==> config.mk <==
export PLATFORM = sky130hd
export DESIGN_NAME = dsadc_ctrl
export DESIGN_NICKNAME = d
export VERILOG_FILES = /design/src/rtl/dsadc_pkg.sv /design/src/rtl/dsadc_sync.sv /design/src/rtl/dsadc_seq.sv /design/src/rtl/dsadc_ctrl.sv
export SDC_FILE = /design/constraint.sdc
export NUM_CORES = 1
export LEC_CHECK = 0
export ABC_AREA = 1
export ABC_CLOCK_PERIOD_IN_PS = 1700
export BUFFER_PORTS_ARGS = -buffer_cell sky130_fd_sc_hd__buf_2
export CAP_MARGIN = 15
export CORE_MARGIN = 5
export CORE_UTILIZATION = 52
export DETAILED_ROUTE_END_ITERATION = 16
export PLACE_DENSITY = 0.8
export SYNTH_ARGS = -nofsm -noshare
export SYNTH_HDL_FRONTEND = slang
export SYNTH_SLANG_ARGS = --single-unit
==> constraint.sdc <==
create_clock -name clk -period 1.7 [get_ports clk]
set_input_delay 0.085 -clock clk [delete_from_list [all_inputs] [get_ports clk]]
set_output_delay 0.085 -clock clk [all_outputs]
set_load 0.01 [all_outputs]
==> src/rtl/dsadc_pkg.sv <==
`timescale 1ns/1ps
package dsadc_pkg;

    typedef enum logic [1:0] {
        PH_IDLE  = 2'd0,
        PH_ZERO  = 2'd1,
        PH_RUNUP = 2'd2,
        PH_RUNDN = 2'd3
    } phase_t;

    typedef struct packed {
        logic zero;
        logic inp;
        logic vref;
    } sw_sel_t;

    function automatic sw_sel_t sw_decode(input phase_t ph);
        sw_sel_t s;
        s.zero = (ph == PH_ZERO);
        s.inp  = (ph == PH_RUNUP);
        s.vref = (ph == PH_RUNDN);
        return s;
    endfunction

endpackage

==> src/rtl/dsadc_sync.sv <==
`timescale 1ns/1ps
module dsadc_sync #(
    parameter int STAGES = 2
) (
    input  logic clk,
    input  logic rst,
    input  logic d_i,
    output logic q_o
);
    logic [STAGES-1:0] chain;

    generate
        for (genvar g = 0; g < STAGES; g++) begin : g_stage
            if (g == 0) begin : g_first
                always_ff @(posedge clk) begin
                    if (rst) chain[g] <= 1'b0;
                    else     chain[g] <= d_i;
                end
            end else begin : g_next
                always_ff @(posedge clk) begin
                    if (rst) chain[g] <= 1'b0;
                    else     chain[g] <= chain[g-1];
                end
            end
        end
    endgenerate

    assign q_o = chain[STAGES-1];
endmodule

==> src/rtl/dsadc_seq.sv <==
`timescale 1ns/1ps
module dsadc_seq
    import dsadc_pkg::*;
#(
    parameter int CNT_W    = 12,
    parameter int ZERO_CYC = 16,
    parameter int MAX_CNT  = 4000
) (
    input  logic             clk,
    input  logic             rst,
    input  logic             start_i,
    input  logic [CNT_W-1:0] runup_len_i,
    input  logic             cmp_s_i,
    output phase_t           phase_o,
    output logic [CNT_W-1:0] result_o,
    output logic             done_o,
    output logic             ovr_o
);
    localparam logic [CNT_W-1:0] ONE       = CNT_W'(1);
    localparam logic [CNT_W-1:0] ZERO_LAST = CNT_W'(ZERO_CYC - 1);
    localparam logic [CNT_W-1:0] MAX_LAST  = CNT_W'(MAX_CNT);

    phase_t           ph;
    logic [CNT_W-1:0] cnt;
    logic [CNT_W-1:0] upl;
    logic [CNT_W-1:0] res;
    logic             done;
    logic             ovr;

    always_ff @(posedge clk) begin
        if (rst) begin
            ph   <= PH_IDLE;
            cnt  <= '0;
            upl  <= ONE;
            res  <= '0;
            done <= 1'b0;
            ovr  <= 1'b0;
        end else begin
            done <= 1'b0;
            case (ph)
                PH_IDLE: begin
                    if (start_i) begin
                        ph  <= PH_ZERO;
                        cnt <= '0;
                        upl <= (runup_len_i == '0) ? ONE : runup_len_i;
                        ovr <= 1'b0;
                    end
                end
                PH_ZERO: begin
                    if (cnt == ZERO_LAST) begin
                        ph  <= PH_RUNUP;
                        cnt <= '0;
                    end else begin
                        cnt <= cnt + ONE;
                    end
                end
                PH_RUNUP: begin
                    if (cnt == upl - ONE) begin
                        ph  <= PH_RUNDN;
                        cnt <= '0;
                    end else begin
                        cnt <= cnt + ONE;
                    end
                end
                PH_RUNDN: begin
                    if (!cmp_s_i) begin
                        res  <= cnt;
                        done <= 1'b1;
                        ph   <= PH_IDLE;
                    end else if (cnt == MAX_LAST) begin
                        ovr <= 1'b1;
                        ph  <= PH_IDLE;
                    end else begin
                        cnt <= cnt + ONE;
                    end
                end
                default: ph <= PH_IDLE;
            endcase
        end
    end

    assign phase_o  = ph;
    assign result_o = res;
    assign done_o   = done;
    assign ovr_o    = ovr;

    // strobe lasts one cycle
    p_done_single_r6: assert property (@(posedge clk) disable iff (rst)
        done |=> !done);
    // result held between strobes
    p_result_hold_r6: assert property (@(posedge clk) disable iff (rst)
        !done |-> $stable(res));
    // run-down count never passes the ceiling
    p_count_ceiling_r7: assert property (@(posedge clk) disable iff (rst)
        (ph == PH_RUNDN) |-> (cnt <= MAX_LAST));
    // overrange only ends a run-down, never with a strobe
    p_ovr_from_rundn_r7: assert property (@(posedge clk) disable iff (rst)
        $rose(ovr) |-> (!done && $past(ph == PH_RUNDN)));
    // a request in run-up does not restart the sequence
    p_no_restart_r8: assert property (@(posedge clk) disable iff (rst)
        (ph == PH_RUNUP && start_i) |=> (ph != PH_ZERO));
endmodule

==> src/rtl/dsadc_ctrl.sv <==
`timescale 1ns/1ps
module dsadc_ctrl
    import dsadc_pkg::*;
#(
    parameter int CNT_W     = 12,
    parameter int ZERO_CYC  = 16,
    parameter int MAX_CNT   = 4000,
    parameter int SYNC_STGS = 2
) (
    input  logic             clk,
    input  logic             rst,
    input  logic             start_i,
    input  logic [CNT_W-1:0] runup_len_i,
    input  logic             cmp_i,
    output logic             sw_zero_o,
    output logic             sw_in_o,
    output logic             sw_ref_o,
    output logic [CNT_W-1:0] result_o,
    output logic             done_o,
    output logic             ovr_o
);
    logic    cmp_s;
    phase_t  phase;
    sw_sel_t sel;

    dsadc_sync #(.STAGES(SYNC_STGS)) u_sync (
        .clk (clk),
        .rst (rst),
        .d_i (cmp_i),
        .q_o (cmp_s)
    );

    dsadc_seq #(
        .CNT_W    (CNT_W),
        .ZERO_CYC (ZERO_CYC),
        .MAX_CNT  (MAX_CNT)
    ) u_seq (
        .clk         (clk),
        .rst         (rst),
        .start_i     (start_i),
        .runup_len_i (runup_len_i),
        .cmp_s_i     (cmp_s),
        .phase_o     (phase),
        .result_o    (result_o),
        .done_o      (done_o),
        .ovr_o       (ovr_o)
    );

    assign sel       = sw_decode(phase);
    assign sw_zero_o = sel.zero;
    assign sw_in_o   = sel.inp;
    assign sw_ref_o  = sel.vref;

    // switch selects never overlap
    p_sw_exclusive_r4: assert property (@(posedge clk) disable iff (rst)
        $onehot0({sw_zero_o, sw_in_o, sw_ref_o}));
    // run-up directly follows discharge
    p_in_after_zero_r3: assert property (@(posedge clk) disable iff (rst)
        $rose(sw_in_o) |-> $past(sw_zero_o));
    // run-down directly follows run-up
    p_ref_after_in_r4: assert property (@(posedge clk) disable iff (rst)
        $rose(sw_ref_o) |-> $past(sw_in_o));
    // a strobe only closes a run-down
    p_done_after_ref_r6: assert property (@(posedge clk) disable iff (rst)
        done_o |-> ($past(sw_ref_o) && !sw_ref_o));
endmodule

==> out/qor.yml, run 1 <==
global_routing:
  gr-total-overflow: 0
  grt_antenna_before_repair: 0
  grt.total_usage: 0.214
  grt_pass1_vias: 2388
  grt_first_pass_wirelength_um: 10500
  grt_max_degree: 24
floorplan:
  io_pins: 33
  num_rows: 25
  dieArea_mm2: 0.00615
  chipHeight_um: 78.4
  start_util: 0.526
  core_area_mm2: 0.00463
  fp.dieW_um: 78.4
drt:
  first_iter_violations: 93
  ant_nets: 0
  wl_met2_um: 2890
  avgViaCountPerCell: 5.27
  top_layer_used: "met4"
  wl_met1_um: 2850
  met3_length_um: 327
  wirelength_um: 6230
  drc_errors: 0
  wl_per_cell_um: 13.5
  via_count: 2428
  drt-pass1-iter-count: 4
status:
  outcome: "finished with violations"
  violations: "negative setup slack"
synthesis:
  ys_seq_area_frac: 0.345
  synth_warnings: 0
  ys_ff_latch: 42
  synthFlopType: "dfxtp_1"
  synth_area_leaders: "dfxtp_1 (35%), nand2_1 (10%), nor2_1 (8.2%)"
  synth_nets: 372
  netlist_area_mm2: 0.00244
  synthCells: 349
  synth_edf_count: 0
  syn_avg_cell_area_um2: 6.98
  ys_types: 33
  synth_commonest_cells: "nand2_1 (67), nor2_1 (53), dfxtp_1 (42)"
  synth_top_area_frac: 0.345
  async_reset_ff_frac: 0
  synth_most_common_cell: "nand2_1"
  synth.largest_area_cell: "dfxtp_1"
timing:
  hold_viol: 0
  tightest_slew_ns: 0.535
  clock_skew_ns: 0.00664
  drv_slew: 0
  holdWs_ns: 0.0566
  slew-limit-headroom: 0.643
  setup-violations-final: 14
  period_minus_slack_ns: 1.80
  rsz0062_at_grt: "true"
  min_period_over_period: 1.06
  max_freq_mhz: 555
  fin_ws_ns: -0.103
placement:
  gp_congestion: 0.885
  portBuffers: 32
  place_hpwl_um: 4500
  dp_cells: 451
final_layout:
  antenna_cells: 0
  utilization: 0.654
  fin_nets: 429
  drive_gt1_frac: 0.295
  syn2layout_area_growth_pct: 24.2
  final_cells: 461
cts:
  cts_made_buffers: 5
  cts_htree_levels: 2
  cts_sinks: 42
  clockBufferDepth: 2
  cts_tree: "done"
  path_clk_slew_ns: 0.08
  cts_root_buf: "clkbuf_8"
  clk_latency_ns: 0.31
worst_hold_path:
  hold_path_end: "u_seq.upl[10]"
  whs_path_depth: 3
  hp-class: "primary input to flip-flop"
  hold_start: "runup_len_i[10]"
power_and_ir_drop:
  powerDensity_mw_per_mm2: 1260
  leakage_nw: 1.33
  ir_drop_mv: 0.737
critical_path:
  path_max_fanout: 4
  reg2reg_to: "u_seq.phase_o[0]"
  start_kind: "flip-flop"
  r2r-start: "u_seq.cnt[1]"
  cpPeakStageDelay_ns: 0.40
  critPathSlowestCell: "dfxtp_1"
  critPathKind: "flip-flop to flip-flop"
  regToRegSetupSlack_ns: -0.10
  crit_path_end_kind: "flip-flop"
  required_ns: 1.90
  arrival_ns: 2.00
  rr_worst_depth: 8
  worstPathCellList: "ha_1 > nand3_2 > nor3_2 > o21ai_0 > a31oi_2 > nand3_1 > nand2_1 > nor2_1"
job:
  cap_violations: 0
## timing repair
action | 4_1_cts | 5_1_grt
endpoints found under the setup margin | 14 | 14
cloned | 0 | 0
pin swaps | 2 | 0
gates resized for setup | 10 | 3
endpoints found under the hold margin | 1 | 0
buffers inserted | 1 | 0
hold buffers | 1 | 0
## final cells by class
type	instances	area [um^2]
clock inverters	3	45.0
clock buffers	5	68.8
repair buffers	61	397
well taps	54	67.6
multi-input cells	260	1470
inverters	36	135
fillers	405	1600
flip-flops and latches	42	843
## critical path, delay by kind of cell, from the launching register on
kind,cells,cell delay (ns)
AND/OR/NAND/NOR,5,0.67
AO/OA/AOI/OAI,2,0.42
flip-flops,1,0.40
adder cells (fa/ha/maj),1,0.22
## power breakdown
part / leakage [nW] / internal, mW / switching, mW
clock: 0.0504 / 0.437 / 0.374
combinational: 0.937 / 0.706 / 1.03
sequential: 0.342 / 1.13 / 0.131
total: 1.33 / 2.28 / 1.54
## cells by family after synthesis
family,Yosys count,synth area share
flip-flops,42,0.345
adder cells (fa/ha/maj),7,0.0360
AND/OR/NAND/NOR,180,0.347
XOR/XNOR,12,0.0431
AO/OA/AOI/OAI,61,0.151
buffers and inverters,47,0.0781
## registers in the layout, summed over array words and instances (netlist names)
name            count
u_seq.cnt          12
u_seq.result_o     12
u_seq.upl          12
u_seq.phase_o       2
u_seq.done_o        1
u_seq.ovr_o         1
u_sync.chain        1
u_sync.q_o          1
## cell usage in the layout (no fill, tap or decap), types with 4 or more instances in the layout
cell type,Yosys,final
nand2_1,67,66
dfxtp_1,42,40
inv_2,5,8
xnor2_1,6,6
clkbuf_8,0,5
inv_1,31,28
a21oi_2,10,11
xor2_1,6,6
nand2_2,13,13
a21oi_1,18,17
nor4_1,4,4
buf_2,2,32
o21ai_0,21,21
buf_4,0,26
nor2_1,53,52
ha_1,7,5
nand3_1,20,18
a211oi_1,7,7
nand3b_1,4,4
## metrics by stage
step                      TNS, ns  total power [mW]  setup slack [ns]  area [um^2]
after floorplan                 0              2.43            0.0210         2460
after global placement    -0.0905              2.85           -0.0283         2840
after detailed placement   -0.738              2.89           -0.0842         2840
after CTS                  -0.167              3.78           -0.0232         3010
after global routing        -2.80              4.07            -0.236         3030
final                      -0.371              3.82            -0.103         3030
## how the worst max path moves through the flow
stage | from | endpoint | slack [ns] | cells after the start
global route | u_seq.upl[1] | u_seq.phase_o[1] | -0.24 | 15
detailed placement | u_seq.cnt[1] | u_seq.phase_o[0] | -0.08 | 8
finish | u_seq.cnt[1] | u_seq.phase_o[0] | -0.10 | 8
floorplan | u_seq.upl[0] | u_seq.cnt[4] | 0.02 | 16
CTS | u_seq.upl[1] | u_seq.cnt[0] | -0.02 | 15
global placement | u_seq.upl[1] | u_seq.cnt[0] | -0.03 | 13
## per-layer routing
layer / vias to the layer above / track usage
met1: 1087 / 0.252
li1: 1252 / -
met3: 18 / 0.0482
met2: 71 / 0.375
met4: 0 / 0.0857
met5: - / 0
Power figures use the tool's default switching activity.
==> run 2, diff against run 1 <==
- CORE_UTILIZATION: 52 -> 25
- PLACE_DENSITY: 0.8 -> 0.49
==> out/qor.yml, run 2 (synthesized netlist as in run 1, its figures left out) <==
status:
  outcome: "finished with violations"
  violations: "negative setup slack"
floorplan:
  io_pins: 33  # unchanged
  start_util: 0.253  # -0.273
  dieArea_mm2: 0.0118  # +92%
  num_rows: 36  # +44%
  core_area_mm2: 0.00964  # +110%
  chipHeight_um: 109  # +39%
  fp.dieW_um: 109  # +39%
cts:
  cts_htree_levels: 2  # unchanged
  cts_tree: "done"
  cts_made_buffers: 5  # unchanged
  clk_latency_ns: 0.30  # about the same
  cts_sinks: 42  # unchanged
  clockBufferDepth: 2  # unchanged
  cts_root_buf: "clkbuf_8"
  path_clk_slew_ns: 0.09  # about the same
timing:
  setup-violations-final: 13  # -1
  rsz0062_at_grt: "true"
  tightest_slew_ns: 0.599  # +0.0636 ns
  hold_viol: 0  # unchanged
  max_freq_mhz: 573  # +3.3%
  min_period_over_period: 1.03  # -0.0335
  period_minus_slack_ns: 1.75  # -0.0569 ns
  fin_ws_ns: -0.0463  # +0.0569 ns
  clock_skew_ns: 0.0126  # +0.00592 ns
  slew-limit-headroom: 0.601  # -0.0425
  drv_slew: 0  # unchanged
critical_path:
  critPathCapture: "u_seq.cnt[2]"
  arrival_ns: 1.93  # -0.07 ns
  reg2reg_to: "u_seq.cnt[2]"
  crit_path_end_kind: "flip-flop"
  critPathKind: "flip-flop to flip-flop"
  required_ns: 1.88  # -0.02 ns
  rr_worst_depth: 15  # +7
  crit_start: "u_seq.upl[1]"
  start_kind: "flip-flop"
  r2r-start: "u_seq.upl[1]"
  path_max_fanout: 11  # +7
  regToRegSetupSlack_ns: -0.05  # +0.06 ns
placement:
  portBuffers: 32  # unchanged
  place_hpwl_um: 5180  # +15%
  gp_congestion: 0.802  # -9.3%
  dp_cells: 541  # +20%
drt:
  via_count: 2425  # -0.12%
  first_iter_violations: 101  # +8.6%
  drt-pass1-iter-count: 6  # +2
  drc_errors: 0  # unchanged
  ant_nets: 0  # unchanged
  avgViaCountPerCell: 4.39  # -17%
  wirelength_um: 6790  # +9.1%
  wl_per_cell_um: 12.3  # -8.9%
final_layout:
  drive_gt1_frac: 0.339  # +0.0441
  fin_nets: 441  # +2.8%
  final_cells: 552  # +20%
  antenna_cells: 0  # unchanged
  fillers: 1061  # +160%
  mostFrequentLayoutCells: "nand2_1 (62), nor2_1 (52), buf_4 (39)"
  syn2layout_area_growth_pct: 31.9
  utilization: 0.333  # -0.320
  final_common_cell: "nand2_1"
worst_hold_path:
  hp-class: "primary input to flip-flop"
global_routing:
  grt_pass1_vias: 2338  # -2.1%
  grt.total_usage: 0.120  # -0.0939
  grt_antenna_before_repair: 0  # unchanged
  grt_max_degree: 24  # unchanged
  grt_first_pass_wirelength_um: 11200  # +6.8%
  gr-total-overflow: 0  # unchanged
power_and_ir_drop:
  ir_drop_mv: 0.424  # -42%
  powerDensity_mw_per_mm2: 1160  # -8.4%
  leakage_nw: 1.37  # +3.4%
job:
  cap_violations: 0  # unchanged
## run 2: cell types whose count changed in the layout (fill, tap and decap cells not counted), sizes merged
cell	before	now
buf	60	72
clkinv	0	2
bufinv	1	0
inv	36	35
## run 2: how the worst min path moves through the flow
stage,start,endpoint,cells past startpoint
floorplan,rst,u_seq.upl[1],1
global placement,cmp_i,u_sync.chain[0],3
detailed placement,cmp_i,u_sync.chain[0],3
CTS,runup_len_i[11],u_seq.upl[11],3
global route,runup_len_i[8],u_seq.upl[8],3
finish,runup_len_i[8],u_seq.upl[8],3
## run 2: report_power, final
part | switching (mW) | internal [mW]
clock network | 0.380 | 0.289
registers | 0.134 | 1.14
logic | 1.05 | 0.722
total | 1.57 | 2.15
## run 2: layout make-up
type | instances | area, um^2 | area share
Inverter | 36 | 139 | 0.0432
Sequential cell | 42 | 847 | 0.264
Clock buffer | 5 | 68.8 | 0.0214
Multi-Input combinational cell | 260 | 1500 | 0.466
Tap cell | 133 | 166 | 0.0518
Clock inverter | 3 | 21.3 | 0.00662
Timing Repair Buffer | 73 | 474 | 0.148
## run 2: layer usage
layer  GRT usage  vias up  wire [um]
li1            -     1270          -
met1       0.166     1109       3480
met2       0.189       42       2980
met3      0.0290        4        300
met4      0.0271        0         35
met5           0        -          0
## run 2: critical path, cell delays in order (launching register included)
cell     delay, ns
dfxtp_2       0.33
inv_2         0.08
ha_4          0.16
nand2_4       0.07
nor2_4        0.13
nand2_1       0.07
nand2_2       0.06
nand2_1       0.05
nand2_1       0.05
nand2_1       0.05
nor2_1        0.12
nand3_2       0.10
nand2_4       0.11
nand2_8       0.11
nand2_2       0.09
a21oi_2       0.05
## run 2: timing repair
| action | 4_1_cts | 5_1_grt |
|---|---|---|
| buffers inserted | 2 | 0 |
| hold buffers | 1 | 0 |
| resized for setup | 18 | 6 |
| hold endpoints to repair | 1 | 0 |
| setup endpoints to repair | 14 | 15 |
| pin swaps | 6 | 2 |
## run 2: metrics by stage
step	hold slack, ns	cell area [um^2]	setup TNS, ns	power [mW]	setup slack (ns)
floorplan	0.163	2460	0	2.43	0.0210
global placement	0.288	3010	-0.374	2.93	-0.0617
detailed placement	0.300	3010	-0.667	2.93	-0.0749
CTS	0.0620	3190	-0.316	3.73	-0.0385
global route	0.0772	3210	-2.41	4.02	-0.184
finish	0.0637	3210	-0.442	3.72	-0.0463
==> run 3, diff against run 2 <==
- MAX_ROUTING_LAYER: not set -> met4
==> out/qor.yml, run 3 (synthesized netlist as in run 1, its figures left out) <==
status:
  outcome: "finished with violations"
  violations: "negative setup slack"
drt:
  wirelength_um: 6770  # -0.31%
  drc_errors: 0  # unchanged
  wl_per_cell_um: 12.3  # -0.31%
  drt-pass1-iter-count: 6  # unchanged
  via_count: 2417  # -0.33%
  first_iter_violations: 110  # +8.9%
  ant_nets: 0  # unchanged
  avgViaCountPerCell: 4.38  # -0.33%
final_layout:
  final_common_cell: "nand2_1"
  drive_gt1_frac: 0.339  # unchanged
  fillers: 1061  # unchanged
  mostFrequentLayoutCells: "nand2_1 (62), nor2_1 (52), buf_4 (39)"
  fin_area_mm2: 0.00321  # unchanged
  fin_nets: 441  # unchanged
  antenna_cells: 0  # unchanged
  syn2layout_area_growth_pct: 31.9  # unchanged
critical_path:
  crit_path_end_kind: "flip-flop"
  path_max_fanout: 11  # unchanged
  worstPathCellList: "inv_2 > ha_4 > nand2_4 > nor2_4 > nand2_1 > nand2_2 > nand2_1 > nand2_1 > nand2_1 > nor2_1 > nand3_2 > nand2_4 > nand2_8 > nand2_2 > a21oi_2"
  critPathSlowestCell: "dfxtp_2"
  required_ns: 1.89  # about the same
  reg2reg_to: "u_seq.cnt[2]"
  r2r-start: "u_seq.upl[1]"
  regToRegSetupSlack_ns: -0.04  # about the same
  critPathKind: "flip-flop to flip-flop"
  cpPeakStageDelay_ns: 0.33  # about the same
  arrival_ns: 1.93  # about the same
  rr_worst_depth: 15  # unchanged
  cpMostUsedCell: "nand2_1"
  start_kind: "flip-flop"
cts:
  clockBufferDepth: 2  # unchanged
  clk_latency_ns: 0.30  # about the same
  path_clk_slew_ns: 0.09  # about the same
  cts_sinks: 42  # unchanged
  cts_made_buffers: 5  # unchanged
  cts_tree: "done"
  cts_htree_levels: 2  # unchanged
  cts_root_buf: "clkbuf_8"
timing:
  fin_tns_setup_ns: -0.408  # +0.0349 ns
  rsz0062_at_grt: "true"
  setup-violations-final: 13  # unchanged
  tightest_slew_ns: 0.601  # +0.00281 ns
  drv_slew: 0  # unchanged
  holdWs_ns: 0.0612  # -0.00259 ns
  hold_viol: 0  # unchanged
  period_minus_slack_ns: 1.74  # -0.00235 ns
  clock_skew_ns: 0.0125  # -0.0000706 ns
  min_period_over_period: 1.03  # -0.00138
  slew-limit-headroom: 0.599  # -0.00188
  max_freq_mhz: 573  # +0.13%
  fin_ws_ns: -0.0440  # +0.00235 ns
floorplan:
  dieArea_mm2: 0.0118  # unchanged
  start_util: 0.253  # unchanged
  num_rows: 36  # unchanged
  core_area_mm2: 0.00964  # unchanged
  chipHeight_um: 109  # unchanged
  fp.dieW_um: 109  # unchanged
  io_pins: 33  # unchanged
global_routing:
  grt_max_degree: 24  # unchanged
  grt_antenna_before_repair: 0  # unchanged
  grt.total_usage: 0.124  # +0.00344
  grt_first_pass_wirelength_um: 11200  # unchanged
  grt_pass1_vias: 2338  # unchanged
  gr-total-overflow: 0  # unchanged
power_and_ir_drop:
  ir_drop_mv: 0.423  # -0.21%
  leakage_nw: 1.37  # unchanged
  powerDensity_mw_per_mm2: 1160  # about the same
  finalPower_mw: 3.72  # about the same
job:
  cap_violations: 0  # unchanged
placement:
  place_ws_ns: -0.0749  # unchanged
  place_hpwl_um: 5180  # unchanged
  gp_congestion: 0.814  # +1.4%
  dpl-instance-area_mm2: 0.00301  # unchanged
  portBuffers: 32  # unchanged
worst_hold_path:
  hp-class: "primary input to flip-flop"
  hold_start: "runup_len_i[8]"
  hold_path_end: "u_seq.upl[8]"
  whs_path_depth: 3  # unchanged
## run 3: through the flow
stage	util	cells
2_1_floorplan	-	349
3_3_place_gp	0.312	541
6_report	0.333	552
4_1_cts	0.331	552
3_5_place_dp	0.312	541
5_1_grt	0.333	552
## run 3: where the power goes
part | total [mW] | internal (mW) | leakage (nW) | switching (mW)
Combinational | 1.77 | 0.722 | 0.987 | 1.05
Clock | 0.671 | 0.289 | 0.0441 | 0.382
Sequential | 1.27 | 1.14 | 0.343 | 0.134
Total | 3.72 | 2.15 | 1.37 | 1.57
## run 3: what timing repair did
action / 4_1_cts / 5_1_grt
endpoints found under the hold margin: 1 / 0
setup buffers: 2 / 0
pin swaps: 6 / 2
hold buffers: 1 / 0
setup endpoints to repair: 14 / 15
gates resized for setup: 18 / 6
## run 3: how the worst max path moves through the flow
| stage | from | to | slack [ns] | cells after the start |
|---|---|---|---|---|
| after floorplan | u_seq.upl[0] | u_seq.cnt[4] | 0.02 | 16 |
| after detailed placement | u_seq.cnt[1] | u_seq.cnt[7] | -0.07 | 8 |
| final | u_seq.upl[1] | u_seq.cnt[2] | -0.04 | 15 |
| after global placement | u_seq.cnt[0] | u_seq.cnt[4] | -0.06 | 11 |
| after global routing | u_seq.upl[1] | u_seq.cnt[2] | -0.18 | 15 |
| after CTS | u_seq.upl[1] | u_seq.cnt[2] | -0.04 | 15 |
## run 3: final cells by class
cell class                      count  area [um^2]  area share
Tap cell                          133          166      0.0518
Clock inverter                      3         21.3     0.00662
Inverter                           36          139      0.0432
Sequential cell                    42          847       0.264
Clock buffer                        5         68.8      0.0214
Multi-Input combinational cell    260         1500       0.466
Timing Repair Buffer               73          474       0.148
## run 3: critical path, delay by kind of cell, from the launching register on
kind / cells / cell delay, ns
flops: 1 / 0.33
fa+ha+maj: 1 / 0.16
buf+inv: 1 / 0.08
simple gates: 12 / 1.01
compound gates: 1 / 0.05
## run 3: routing by layer
metal / wire, um / GRT usage / vias to the layer above
li1: - / - / 1270
met1: 3500 / 0.167 / 1098
met2: 2950 / 0.190 / 42
met3: 269 / 0.0266 / 7
met4: 50 / 0.0271 / 0
met5: 0 / - / -
